**src/rtl/rdma_pkg.sv**
```systemverilog
package rdma_pkg;

  localparam logic [2:0] REG_CTRL = 3'd0;
  localparam logic [2:0] REG_STAT = 3'd1;
  localparam logic [2:0] REG_SRC  = 3'd2;
  localparam logic [2:0] REG_DST  = 3'd3;
  localparam logic [2:0] REG_CNT  = 3'd4;
  localparam logic [2:0] REG_DSTB = 3'd5;
  localparam logic [2:0] REG_CNTB = 3'd6;

  localparam logic [1:0] AM_FIXED = 2'b00;
  localparam logic [1:0] AM_INC   = 2'b01;

  localparam logic [2:0] RPT_DST  = 3'b010;

  typedef enum logic [1:0] {
    ST_IDLE = 2'd0,
    ST_RD   = 2'd1,
    ST_WR   = 2'd2
  } xfer_st_e;

  typedef struct packed {
    logic [2:0] rpt;
    logic [1:0] dmode;
    logic [1:0] smode;
    logic       he_en;
    logic       ie;
    logic       en;
  } ctrl_t;

  localparam int CTRL_W = $bits(ctrl_t);

endpackage

```
**src/rtl/rdma_addr_step.sv**
```systemverilog
module rdma_addr_step
  import rdma_pkg::*;
#(
  parameter int ADDR_W = 32,
  parameter int STEP_B = 4
) (
  input  logic [1:0]        mode,
  input  logic [ADDR_W-1:0] addr,
  output logic [ADDR_W-1:0] nxt
);

  always_comb begin
    if (mode == AM_INC) nxt = addr + ADDR_W'(STEP_B);
    else                nxt = addr;
  end

endmodule

```
**src/rtl/rdma_ctrl_regs.sv**
```systemverilog
module rdma_ctrl_regs
  import rdma_pkg::*;
#(
  parameter int ADDR_W = 32,
  parameter int CNT_W  = 16
) (
  input  logic              clk,
  input  logic              rst_n,
  input  logic              wr_ctrl,
  input  logic              wr_dstb,
  input  logic              wr_cntb,
  input  ctrl_t             ctrl_wdata,
  input  logic [ADDR_W-1:0] addr_wdata,
  input  logic [CNT_W-1:0]  cnt_wdata,
  input  logic              nmi,
  output ctrl_t             ctrl_q,
  output logic [ADDR_W-1:0] dstb_q,
  output logic [CNT_W-1:0]  cntb_q
);

  ctrl_t ctrl_d;
  logic  ctrl_ce;

  always_comb begin
    ctrl_d  = ctrl_q;
    ctrl_ce = wr_ctrl | nmi;
    if (wr_ctrl) ctrl_d = ctrl_wdata;
    if (nmi)     ctrl_d.en = 1'b0;
  end

  always_ff @(posedge clk or negedge rst_n) begin
    if (!rst_n) begin
      ctrl_q <= '0;
      dstb_q <= '0;
      cntb_q <= '0;
    end else begin
      if (ctrl_ce) ctrl_q <= ctrl_d;
      if (wr_dstb) dstb_q <= addr_wdata;
      if (wr_cntb) cntb_q <= cnt_wdata;
    end
  end


  nmi_stop_chk: assert property (@(posedge clk) disable iff (!rst_n)
    nmi |=> !ctrl_q.en);

endmodule

```
**src/rtl/rdma_xfer.sv**
```systemverilog
module rdma_xfer
  import rdma_pkg::*;
#(
  parameter int ADDR_W = 32,
  parameter int DATA_W = 32,
  parameter int CNT_W  = 16,
  parameter int STEP_B = DATA_W / 8
) (
  input  logic              clk,
  input  logic              rst_n,
  input  logic              run,
  input  logic [1:0]        smode,
  input  logic [1:0]        dmode,
  input  logic              rpt_dst,
  input  logic [ADDR_W-1:0] dstb,
  input  logic [CNT_W-1:0]  cntb,
  input  logic              wr_src,
  input  logic              wr_dst,
  input  logic              wr_cnt,
  input  logic [ADDR_W-1:0] addr_wdata,
  input  logic [CNT_W-1:0]  cnt_wdata,
  output logic              mem_req,
  output logic              mem_we,
  output logic [ADDR_W-1:0] mem_addr,
  output logic [DATA_W-1:0] mem_wdata,
  input  logic [DATA_W-1:0] mem_rdata,
  input  logic              mem_ack,
  output logic [ADDR_W-1:0] src_q,
  output logic [ADDR_W-1:0] dst_q,
  output logic [CNT_W-1:0]  cnt_q,
  output logic              half_evt,
  output logic              tc_evt
);

  xfer_st_e          st_q, st_d;
  logic [DATA_W-1:0] buf_q;
  logic [ADDR_W-1:0] src_d, dst_d, src_step, dst_step;
  logic [CNT_W-1:0]  cnt_d, cnt_dec;
  logic              src_ce, dst_ce, cnt_ce, buf_ce;
  logic              quiet, rd_done, wr_done, at_tc;

  rdma_addr_step #(.ADDR_W(ADDR_W), .STEP_B(STEP_B)) u_src_step (
    .mode(smode), .addr(src_q), .nxt(src_step)
  );

  rdma_addr_step #(.ADDR_W(ADDR_W), .STEP_B(STEP_B)) u_dst_step (
    .mode(dmode), .addr(dst_q), .nxt(dst_step)
  );

  assign quiet   = (st_q == ST_IDLE) && !run;
  assign rd_done = (st_q == ST_RD) && mem_ack;
  assign wr_done = (st_q == ST_WR) && mem_ack;
  assign cnt_dec = cnt_q - CNT_W'(1);
  assign at_tc   = (cnt_dec == '0);

  always_comb begin
    st_d = st_q;
    unique case (st_q)
      ST_IDLE: if (run && (cnt_q != '0)) st_d = ST_RD;
      ST_RD:   if (mem_ack) st_d = ST_WR;
      ST_WR:   if (mem_ack) st_d = ST_IDLE;
      default: st_d = ST_IDLE;
    endcase
  end

  always_comb begin
    buf_ce = rd_done;
    src_ce = wr_done | (quiet & wr_src);
    dst_ce = wr_done | (quiet & wr_dst);
    cnt_ce = wr_done | (quiet & wr_cnt);
    src_d  = wr_done ? src_step : addr_wdata;
    if (wr_done) begin
      dst_d = (at_tc && rpt_dst) ? dstb : dst_step;
      cnt_d = (at_tc && rpt_dst) ? cntb : cnt_dec;
    end else begin
      dst_d = addr_wdata;
      cnt_d = cnt_wdata;
    end
  end

  always_ff @(posedge clk or negedge rst_n) begin
    if (!rst_n) begin
      st_q  <= ST_IDLE;
      buf_q <= '0;
      src_q <= '0;
      dst_q <= '0;
      cnt_q <= '0;
    end else begin
      st_q <= st_d;
      if (buf_ce) buf_q <= mem_rdata;
      if (src_ce) src_q <= src_d;
      if (dst_ce) dst_q <= dst_d;
      if (cnt_ce) cnt_q <= cnt_d;
    end
  end

  assign half_evt  = wr_done && (cnt_dec == (cntb >> 1));
  assign tc_evt    = wr_done && at_tc;
  assign mem_req   = (st_q != ST_IDLE);
  assign mem_we    = (st_q == ST_WR);
  assign mem_addr  = (st_q == ST_WR) ? dst_q : src_q;
  assign mem_wdata = buf_q;


  hold_req_chk: assert property (@(posedge clk) disable iff (!rst_n)
    (mem_req && !mem_ack) |=> (mem_req && $stable(mem_addr) && $stable(mem_we)));


  reload_chk: assert property (@(posedge clk) disable iff (!rst_n)
    (wr_done && (cnt_q == CNT_W'(1)) && rpt_dst)
      |=> ((cnt_q == $past(cntb)) && (dst_q == $past(dstb))));


  no_start_chk: assert property (@(posedge clk) disable iff (!rst_n)
    ((st_q == ST_IDLE) && !run) |=> !mem_req);


  src_fixed_chk: assert property (@(posedge clk) disable iff (!rst_n)
    (wr_done && (smode == AM_FIXED)) |=> $stable(src_q));

endmodule

```
**src/rtl/rdma_status.sv**
```systemverilog
module rdma_status (
  input  logic       clk,
  input  logic       rst_n,
  input  logic       half_evt,
  input  logic       tc_evt,
  input  logic       he_en,
  input  logic       ie,
  input  logic       wr_stat,
  input  logic [1:0] stat_wdata,
  output logic       he_q,
  output logic       te_q,
  output logic       irq
);

  logic he_set, he_clr, he_ce, he_d;
  logic te_set, te_clr, te_ce, te_d;

  always_comb begin
    he_set = half_evt & he_en;
    he_clr = wr_stat & ~stat_wdata[0];
    he_ce  = he_set | he_clr;
    he_d   = he_set;
    te_set = tc_evt;
    te_clr = wr_stat & ~stat_wdata[1];
    te_ce  = te_set | te_clr;
    te_d   = te_set;
  end

  always_ff @(posedge clk or negedge rst_n) begin
    if (!rst_n) begin
      he_q <= 1'b0;
      te_q <= 1'b0;
    end else begin
      if (he_ce) he_q <= he_d;
      if (te_ce) te_q <= te_d;
    end
  end

  assign irq = ie & ((he_q & he_en) | te_q);


  half_set_chk: assert property (@(posedge clk) disable iff (!rst_n)
    (half_evt && he_en) |=> he_q);


  he_src_chk: assert property (@(posedge clk) disable iff (!rst_n)
    $rose(he_q) |-> $past(half_evt && he_en));


  te_src_chk: assert property (@(posedge clk) disable iff (!rst_n)
    $rose(te_q) |-> $past(tc_evt));


  clr_chk: assert property (@(posedge clk) disable iff (!rst_n)
    (wr_stat && !stat_wdata[1] && !tc_evt) |=> !te_q);

endmodule

```
**src/rtl/rdma_chan.sv**
```systemverilog
module rdma_chan
  import rdma_pkg::*;
#(
  parameter int ADDR_W = 32,
  parameter int DATA_W = 32,
  parameter int CNT_W  = 16,
  parameter int REG_W  = 32
) (
  input  logic              clk,
  input  logic              rst_n,
  input  logic              dma_en,
  input  logic              nmi,
  input  logic              reg_we,
  input  logic [2:0]        reg_addr,
  input  logic [REG_W-1:0]  reg_wdata,
  output logic [REG_W-1:0]  reg_rdata,
  output logic              mem_req,
  output logic              mem_we,
  output logic [ADDR_W-1:0] mem_addr,
  output logic [DATA_W-1:0] mem_wdata,
  input  logic [DATA_W-1:0] mem_rdata,
  input  logic              mem_ack,
  output logic              irq
);

  localparam int STEP_B = DATA_W / 8;

  logic [1:0]        rst_pipe;
  logic              rst_s;
  ctrl_t             ctrl_q;
  logic [ADDR_W-1:0] dstb_q, src_q, dst_q;
  logic [CNT_W-1:0]  cntb_q, cnt_q;
  logic              he_q, te_q, half_evt, tc_evt, run;
  logic              wr_ctrl, wr_stat, wr_src, wr_dst, wr_cnt, wr_dstb, wr_cntb;

  always_ff @(posedge clk or negedge rst_n) begin
    if (!rst_n) rst_pipe <= 2'b00;
    else        rst_pipe <= {rst_pipe[0], 1'b1};
  end
  assign rst_s = rst_pipe[1];

  always_comb begin
    wr_ctrl = reg_we && (reg_addr == REG_CTRL);
    wr_stat = reg_we && (reg_addr == REG_STAT);
    wr_src  = reg_we && (reg_addr == REG_SRC);
    wr_dst  = reg_we && (reg_addr == REG_DST);
    wr_cnt  = reg_we && (reg_addr == REG_CNT);
    wr_dstb = reg_we && (reg_addr == REG_DSTB);
    wr_cntb = reg_we && (reg_addr == REG_CNTB);
  end

  assign run = ctrl_q.en & dma_en;

  rdma_ctrl_regs #(.ADDR_W(ADDR_W), .CNT_W(CNT_W)) u_regs (
    .clk       (clk),
    .rst_n     (rst_s),
    .wr_ctrl   (wr_ctrl),
    .wr_dstb   (wr_dstb),
    .wr_cntb   (wr_cntb),
    .ctrl_wdata(ctrl_t'(reg_wdata[CTRL_W-1:0])),
    .addr_wdata(reg_wdata[ADDR_W-1:0]),
    .cnt_wdata (reg_wdata[CNT_W-1:0]),
    .nmi       (nmi),
    .ctrl_q    (ctrl_q),
    .dstb_q    (dstb_q),
    .cntb_q    (cntb_q)
  );

  rdma_xfer #(.ADDR_W(ADDR_W), .DATA_W(DATA_W), .CNT_W(CNT_W), .STEP_B(STEP_B)) u_xfer (
    .clk       (clk),
    .rst_n     (rst_s),
    .run       (run),
    .smode     (ctrl_q.smode),
    .dmode     (ctrl_q.dmode),
    .rpt_dst   (ctrl_q.rpt == RPT_DST),
    .dstb      (dstb_q),
    .cntb      (cntb_q),
    .wr_src    (wr_src),
    .wr_dst    (wr_dst),
    .wr_cnt    (wr_cnt),
    .addr_wdata(reg_wdata[ADDR_W-1:0]),
    .cnt_wdata (reg_wdata[CNT_W-1:0]),
    .mem_req   (mem_req),
    .mem_we    (mem_we),
    .mem_addr  (mem_addr),
    .mem_wdata (mem_wdata),
    .mem_rdata (mem_rdata),
    .mem_ack   (mem_ack),
    .src_q     (src_q),
    .dst_q     (dst_q),
    .cnt_q     (cnt_q),
    .half_evt  (half_evt),
    .tc_evt    (tc_evt)
  );

  rdma_status u_stat (
    .clk       (clk),
    .rst_n     (rst_s),
    .half_evt  (half_evt),
    .tc_evt    (tc_evt),
    .he_en     (ctrl_q.he_en),
    .ie        (ctrl_q.ie),
    .wr_stat   (wr_stat),
    .stat_wdata(reg_wdata[1:0]),
    .he_q      (he_q),
    .te_q      (te_q),
    .irq       (irq)
  );

  always_comb begin
    reg_rdata = '0;
    unique case (reg_addr)
      REG_CTRL: reg_rdata[CTRL_W-1:0] = ctrl_q;
      REG_STAT: reg_rdata[1:0]        = {te_q, he_q};
      REG_SRC:  reg_rdata[ADDR_W-1:0] = src_q;
      REG_DST:  reg_rdata[ADDR_W-1:0] = dst_q;
      REG_CNT:  reg_rdata[CNT_W-1:0]  = cnt_q;
      REG_DSTB: reg_rdata[ADDR_W-1:0] = dstb_q;
      REG_CNTB: reg_rdata[CNT_W-1:0]  = cntb_q;
      default:  reg_rdata = '0;
    endcase
  end


  req_has_count_chk: assert property (@(posedge clk) disable iff (!rst_s)
    (mem_req && !mem_we) |-> (cnt_q != '0));

endmodule

```
**config.mk**
```make
export PLATFORM = sky130hd
export DESIGN_NAME = rdma_chan
export DESIGN_NICKNAME = d
export VERILOG_FILES = /design/src/rtl/rdma_pkg.sv /design/src/rtl/rdma_addr_step.sv /design/src/rtl/rdma_ctrl_regs.sv /design/src/rtl/rdma_xfer.sv /design/src/rtl/rdma_status.sv /design/src/rtl/rdma_chan.sv
export SDC_FILE = /design/constraint.sdc
export NUM_CORES = 1
export LEC_CHECK = 0
export ABC_AREA = 0
export BUFFER_PORTS_ARGS = -buffer_cell sky130_fd_sc_hd__buf_4
export CORE_MARGIN = 2
export CORE_UTILIZATION = 62
export DETAILED_ROUTE_END_ITERATION = 10
export GPL_ROUTABILITY_DRIVEN = 0
export PLACE_DENSITY_LB_ADDON = 0.15
export SLEW_MARGIN = 20
export SYNTH_ARGS = -nofsm -noshare
export SYNTH_HDL_FRONTEND = slang
export SYNTH_SLANG_ARGS = --single-unit
```
**constraint.sdc**
```tcl
create_clock -name clk -period 9.25 [get_ports clk]
set_input_delay 0.925 -clock clk [delete_from_list [all_inputs] [get_ports clk]]
set_output_delay 0.925 -clock clk [all_outputs]
set_load 0.02 [all_outputs]
```
==> results.sh, run 1 <==
export IMPL_post_route_period_util=0.5118
export IMPL_synth_top_area_frac=0.4017
export IMPL_drive_above_1_share=0.2465
export IMPL_p_int_w=0.001840
export IMPL_cts_resized_gates=0
export IMPL_synth_warnings=0
export IMPL_tightestPinTransition_ns=1.115
export IMPL_layout_commonest_cell="nand2_1"
export IMPL_holdBufCountCts=0
export IMPL_synth_fa_ha_area_frac=0.004565
export IMPL_outcome="finished clean"
export IMPL_layout_common_cells="nand2_1 (221), buf_4 (187), dfrtp_1 (175)"
export IMPL_num_rows=48
export IMPL_p_sw_w=0.001111
export IMPL_num_nets_final=1423
export IMPL_synthTopCellsByArea="dfrtp_1 (40%), mux2_2 (9.3%), nand2_1 (7.6%)"
export IMPL_final_util=0.7470
export IMPL_dieArea_um2=18760
export IMPL_crit_path_start_kind="flop"
export IMPL_wl_met2_mm=15.33
export IMPL_start_util=0.6339
export IMPL_synth_top_family_by_area="simple AND/OR/NAND/NOR gates"
export IMPL_slew_headroom=0.2555
export IMPL_hold_violations=0
export IMPL_met3_length_mm=4.210
export IMPL_vias=10630
export IMPL_drt_met1_wl_mm=13.25
export IMPL_fp_dieW_um=137.0
export IMPL_cts_max_path_buffers=2
export IMPL_power_frac_clock=0.262
export IMPL_leakagePower_nw=5.681
export IMPL_worstSkewPairLatency_ns=0.44
export IMPL_numClockSinks=176
export IMPL_max_cap_violations=0
export IMPL_synthXorXnorAreaFrac=0.04713
export IMPL_whs_ns=0.2551
export IMPL_dr_pass1_iters=6
export IMPL_drcViolationCount=0
export IMPL_worstPathMaxFanout=37
export IMPL_fmax_ghz=0.2112
export IMPL_p_seq_frac=0.414
export IMPL_rsz0062_at_grt="false"
export IMPL_synth_edff_count=0
export IMPL_layout_min_cycle_time_ns=4.734
export IMPL_wl_per_cell_um=21.60
export IMPL_yosys_area_share_simple=0.1837
export IMPL_setup_slack_ns=4.516
export IMPL_dp_hpwl_mm=22.53
export IMPL_cts_tree="yes"
export IMPL_setup_tns_ns=0
export IMPL_p_comb_frac=0.324
export IMPL_numCtsBuffers=17
export IMPL_grt_max_degree=71
export IMPL_syn_cell_area_um2=10960
export IMPL_yosysSeqAreaShare=0.4017
export IMPL_yosysUniqueCellTypes=65
export IMPL_slew_violations=0
export IMPL_grtUsageTotal=0.3725
export IMPL_p_sw_frac=0.3764
export IMPL_ioPinCount=172
export IMPL_synth_seq_cells=176
export IMPL_grt_pass1_vias=10240
export IMPL_setup_viol=0
export IMPL_irDropWorstVdd_mv=0.1443
export IMPL_n_antenna_cell=0
export IMPL_ant_nets=0
export IMPL_p_per_area_nw_per_um2=228.4
export IMPL_area_growth_pct=17.85
export IMPL_crit_type="reg2reg"
export IMPL_synth_compound_area_frac=0.1829
export IMPL_syn_inst=1235
export IMPL_clkTransAtPathRegs_ns=0.07
export IMPL_h_tree_depth=4
export IMPL_skew_ns=0.01002
export IMPL_synthArstFlopShare=1.000
export IMPL_worstPathRequired_ns=9.53
export IMPL_worstPathArrival_ns=5.01
export IMPL_drtIter0Drc=1480
export IMPL_post_place_ws_ns=4.683
export IMPL_cts_setup_buffers=0
export IMPL_die_y_um=137.0
export IMPL_grt_pass1_wl_mm=54.21
export IMPL_synthMuxAreaShare=0.1368
export IMPL_antenna_found_initial=0
export IMPL_worst_hold_path_type="in2async"
export IMPL_grt_ovfl_total=0
export IMPL_highest_layer="met4"
export IMPL_wirelength_mm=34.21
export IMPL_syn_area_per_cell_um2=8.878
export IMPL_syn_nets=1312
export IMPL_core_area_um2=17300
export IMPL_root_buffer="clkbuf_16"
export IMPL_yosys_area_top_type="dfrtp_1"
export IMPL_end_kind="flop"
export IMPL_synth_flop_cell="dfrtp_1"
export IMPL_viasPerCell=6.713
export IMPL_port_buffers=171
final timing paths:
check / startpoint / end / slack (ns) / depth (start not counted)
worst max-delay path: u_xfer.cnt_q[0]$_DFFE_PN0P_ / u_xfer.dst_q[17]$_DFFE_PN0P_ / 4.52 / 10
worst min-delay path: rst_n / rst_pipe[1]$_DFF_PN0_ / 0.26 / 1
worst max register to register: u_xfer.cnt_q[0]$_DFFE_PN0P_ / u_xfer.dst_q[17]$_DFFE_PN0P_ / 4.52 / 10
worst min register to register: rst_pipe[1]$_DFF_PN0_ / u_regs.cntb_q[11]$_DFFE_PN0P_ / 0.36 / 0
max in group asynchronous: rst_pipe[1]$_DFF_PN0_ / u_xfer.dst_q[14]$_DFFE_PN0P_ / 7.52 / 1
min in group clk: rst_pipe[0]$_DFF_PN0_ / rst_pipe[1]$_DFF_PN0_ / 0.36 / 0
kinds of logic after synthesis:
logic type      after synthesis
xor+xnor                     59
mux                         136
simple gates                432
other cells                   1
flops                       176
fa+ha+maj                     4
buf+inv                     114
compound gates              313
critical path, cell delays in order (launching register included):
cell	delay, ns
dfrtp_1	0.55
inv_1	0.11
ha_1	0.30
xor2_1	0.20
or4_4	0.52
a2111oi_4	0.32
nand4_2	0.87
nor3_4	0.39
buf_4	0.45
or2_2	0.63
a31oi_1	0.19
power groups by stage:
| stage | clock network (W) | logic (W) | registers [W] |
|---|---|---|---|
| after CTS | 0.000775 | 0.000947 | 0.00121 |
| after global placement | 0 | 0.000914 | 0.00121 |
| final | 0.000774 | 0.000955 | 0.00122 |
| after detailed placement | 0 | 0.000937 | 0.00122 |
| after global routing | 0.000804 | 0.00104 | 0.00125 |
| after floorplan | 0 | 0.000634 | 0.00116 |
stage by stage:
step / instance area (um2) / cells / total power, W
final: 12920 / 1584 / 0.002951
after global routing: 12920 / 1584 / 0.003089
after global placement: 12280 / 1551 / 0.002125
after CTS: 12900 / 1583 / 0.002930
after floorplan: 10960 / 1235 / 0.001794
after detailed placement: 12280 / 1551 / 0.002158
layer usage:
metal / GRT usage / vias up
met1: 0.5050 / 5010
met5: 0 / -
met3: 0.09815 / 126
li1: - / 4694
met4: 0.1655 / 0
met2: 0.5630 / 804
cell usage after synthesis, drive strengths merged, types with 34 or more instances:
master and number:
a21oi 62, a31oi 34, clkbuf 71, dfrtp 176, mux2 91, mux2i 43
nand2 222, nor2 54, nor3 36, o21ai 77, o31ai 36, xor2 34
sequential cells by signal (all words and copies together) (netlist names), 2 cells and up:
name / flops
u_xfer.dst_q: 32
u_xfer.cnt_q: 16
u_xfer.mem_wdata: 32
u_regs.ctrl_q: 10
u_xfer.st_q: 2
u_regs.cntb_q: 16
u_xfer.src_q: 32
u_regs.dstb_q: 32
rst_pipe: 2
cell type report:
type                            instances  area, um2
Clock buffer                           19      452.9
Clock inverter                         13      175.2
Fill cell                            1288       4375
Inverter                               18      67.56
Multi-Input combinational cell        945       6121
Sequential cell                       176       4408
Tap cell                              225      281.5
Timing Repair Buffer                  188       1415
No activity file was read; power rests on OpenSTA's default activity.
==> inputs of run 2 (changes only) <==
--- a/config.mk
+++ b/config.mk
@@ -8,7 +8,7 @@
 export ABC_AREA = 0
 export BUFFER_PORTS_ARGS = -buffer_cell sky130_fd_sc_hd__buf_4
 export CORE_MARGIN = 2
-export CORE_UTILIZATION = 62
+export CORE_UTILIZATION = 58
 export DETAILED_ROUTE_END_ITERATION = 10
 export GPL_ROUTABILITY_DRIVEN = 0
 export PLACE_DENSITY_LB_ADDON = 0.15
==> constraint.sdc (replaced) <==
create_clock -name clk -period 4.4 [get_ports clk]
set_input_delay 0.44 -clock clk [delete_from_list [all_inputs] [get_ports clk]]
set_output_delay 0.44 -clock clk [all_outputs]
set_load 0.02 [all_outputs]
==> run 2 against run 1 <==
Count of clock-buffer cells in the layout down 1. Critical path depth stayed put. Clock skew increased by 0.0023 ns. Combinational power increased by 110%. Maximum frequency rose by 23%. Non-clock buffer count is 11 higher. Worst hold slack lost 0.11 ns. Sequential share of layout area decreased by 0.063 points.
==> results.sh, run 2 (synthesis results as in run 1) <==
export IMPL_tightestPinTransition_ns=1.158
export IMPL_cts_max_path_buffers=2
export IMPL_numClockSinks=176
export IMPL_antenna_found_initial=0
export IMPL_seq_area_um2=4408
export IMPL_layout_commonest_cell="nand2_1"
export IMPL_dieArea_um2=20020
export IMPL_drcViolationCount=0
export IMPL_grt_ovfl_total=0
export IMPL_layout_common_cells="nand2_1 (221), buf_4 (197), dfrtp_1 (175)"
export IMPL_vias=10480
export IMPL_post_place_ws_ns=0.6127
export IMPL_num_rows=50
export IMPL_setup_slack_ns=0.5558
export IMPL_fmax_ghz=0.2601
export IMPL_grt_pass1_vias=10120
export IMPL_worstPathRequired_ns=4.68
export IMPL_viasPerCell=6.535
export IMPL_crit_path_start_kind="flop"
export IMPL_fp_dieW_um=141.5
export IMPL_ioPinCount=172
export IMPL_wl_per_cell_um=21.19
export IMPL_num_nets_final=1434
export IMPL_worst_hold_path_type="in2reg"
export IMPL_wirelength_mm=33.98
export IMPL_dp_hpwl_mm=23.06
export IMPL_layout_min_cycle_time_ns=3.844
export IMPL_slew_headroom=0.2236
export IMPL_port_buffers=171
export IMPL_cts_setup_buffers=0
export IMPL_root_buffer="clkbuf_16"
export IMPL_worstSkewPairLatency_ns=0.44
export IMPL_clkTransAtPathRegs_ns=0.07
export IMPL_worstPathMaxFanout=29
export IMPL_multiInputGateArea_um2=6116
export IMPL_grt_pass1_wl_mm=54.62
export IMPL_slowest_stage="or2_2"
export IMPL_rsz0062_at_grt="false"
export IMPL_cts_tree="yes"
export IMPL_post_route_period_util=0.8737
export IMPL_die_y_um=141.5
export IMPL_hold_violations=0
export IMPL_dr_pass1_iters=6
export IMPL_grtUsageTotal=0.3450
export IMPL_crit_type="reg2reg"
export IMPL_skew_ns=0.01235
export IMPL_area_growth_pct=18.06
export IMPL_max_cap_violations=0
export IMPL_h_tree_depth=4
export IMPL_drive_above_1_share=0.2504
export IMPL_start_util=0.5881
export IMPL_leakagePower_nw=5.684
export IMPL_setup_viol=0
export IMPL_slew_violations=0
export IMPL_ant_nets=0
export IMPL_cp_slowest_stage_delay_ns=0.56
export IMPL_core_area_um2=18640
export IMPL_end_kind="flop"
export IMPL_setup_tns_ns=0
export IMPL_drtIter0Drc=1275
export IMPL_numCtsBuffers=17
export IMPL_p_per_area_nw_per_um2=464.9
export IMPL_holdBufCountCts=1
export IMPL_fillCellCount=1495
export IMPL_cts_resized_gates=0
export IMPL_worstPathCellList="inv_1 -> ha_1 -> xor2_1 -> or4_4 -> a2111oi_4 -> nand4_2 -> nor3_4 -> buf_4 -> or2_2 -> a31oi_1"
export IMPL_outcome="finished clean"
export IMPL_worstPathArrival_ns=4.12
export IMPL_irDropWorstVdd_mv=0.3918
export IMPL_n_antenna_cell=0
export IMPL_grt_max_degree=81
export IMPL_total_power_w=0.006018
run 2: changes by cell type in the layout (fill, tap and decap cells not counted), sizes merged:
| cell | previous run | this run |
|---|---|---|
| buf | 188 | 198 |
| clkinvlp | 1 | 6 |
| clkinv | 5 | 1 |
| bufinv | 3 | 0 |
| inv | 22 | 25 |
| clkbuf | 19 | 18 |
| dlygate4sd3 | 0 | 1 |
run 2: final cells by class:
cell class | count | share of cell area
multi-input combinational | 945 | 0.4725
sequential | 176 | 0.3405
clock inverter | 14 | 0.009472
tap | 234 | 0.02262
inverter | 18 | 0.005219
clock buffer | 18 | 0.03315
timing repair buffer | 199 | 0.1166
run 2: metrics by stage:
step	std cells	cell area, um2	hold slack [ns]	util
after global routing	1604	12940	0.1416	0.6944
final	1604	12940	0.1469	0.6944
after floorplan	1235	10970	0.1444	-
after CTS	1604	12940	0.1396	0.6940
after detailed placement	1571	12380	0.2240	0.6639
after global placement	1571	12380	0.2223	0.6639
run 2: metal layers:
layer / vias to the layer above / global-route usage / routed length (um)
li1: 4707 / - / -
met1: 5050 / 0.4812 / 13810
met2: 643 / 0.5273 / 15450
met3: 82 / 0.08302 / 3625
met4: 0 / 0.1263 / 1096
met5: - / 0 / 0
run 2: worst paths after layout:
path | depth (start not counted) | from | endpoint | slack, ns
worst max-delay path | 10 | u_xfer.cnt_q[0]$_DFFE_PN0P_ | u_xfer.dst_q[24]$_DFFE_PN0P_ | 0.56
worst min-delay path | 2 | nmi | u_regs.ctrl_q[0]$_DFFE_PN0N_ | 0.15
worst max register to register | 10 | u_xfer.cnt_q[0]$_DFFE_PN0P_ | u_xfer.dst_q[24]$_DFFE_PN0P_ | 0.56
worst min register to register | 0 | rst_pipe[0]$_DFF_PN0_ | rst_pipe[1]$_DFF_PN0_ | 0.35
max in group asynchronous | 1 | rst_pipe[1]$_DFF_PN0_ | u_xfer.src_q[31]$_DFFE_PN0P_ | 3.00
min in group asynchronous | 2 | rst_n | rst_pipe[0]$_DFF_PN0_ | 0.30
run 2: report_power, final:
| part | leakage (nW) | internal (W) | switching [W] |
|---|---|---|---|
| Combinational | 3.32 | 0.000934 | 0.00107 |
| Clock | 0.252 | 0.000742 | 0.000714 |
| Sequential | 2.11 | 0.00200 | 0.000553 |
run 2: worst max-delay path, delay by kind of cell (launching register included):
kind,cells,cell delay (ns)
compound gates,2,0.50
fa+ha+maj,1,0.31
buf+inv,2,0.35
xor+xnor,1,0.21
flops,1,0.55
simple gates,4,1.77
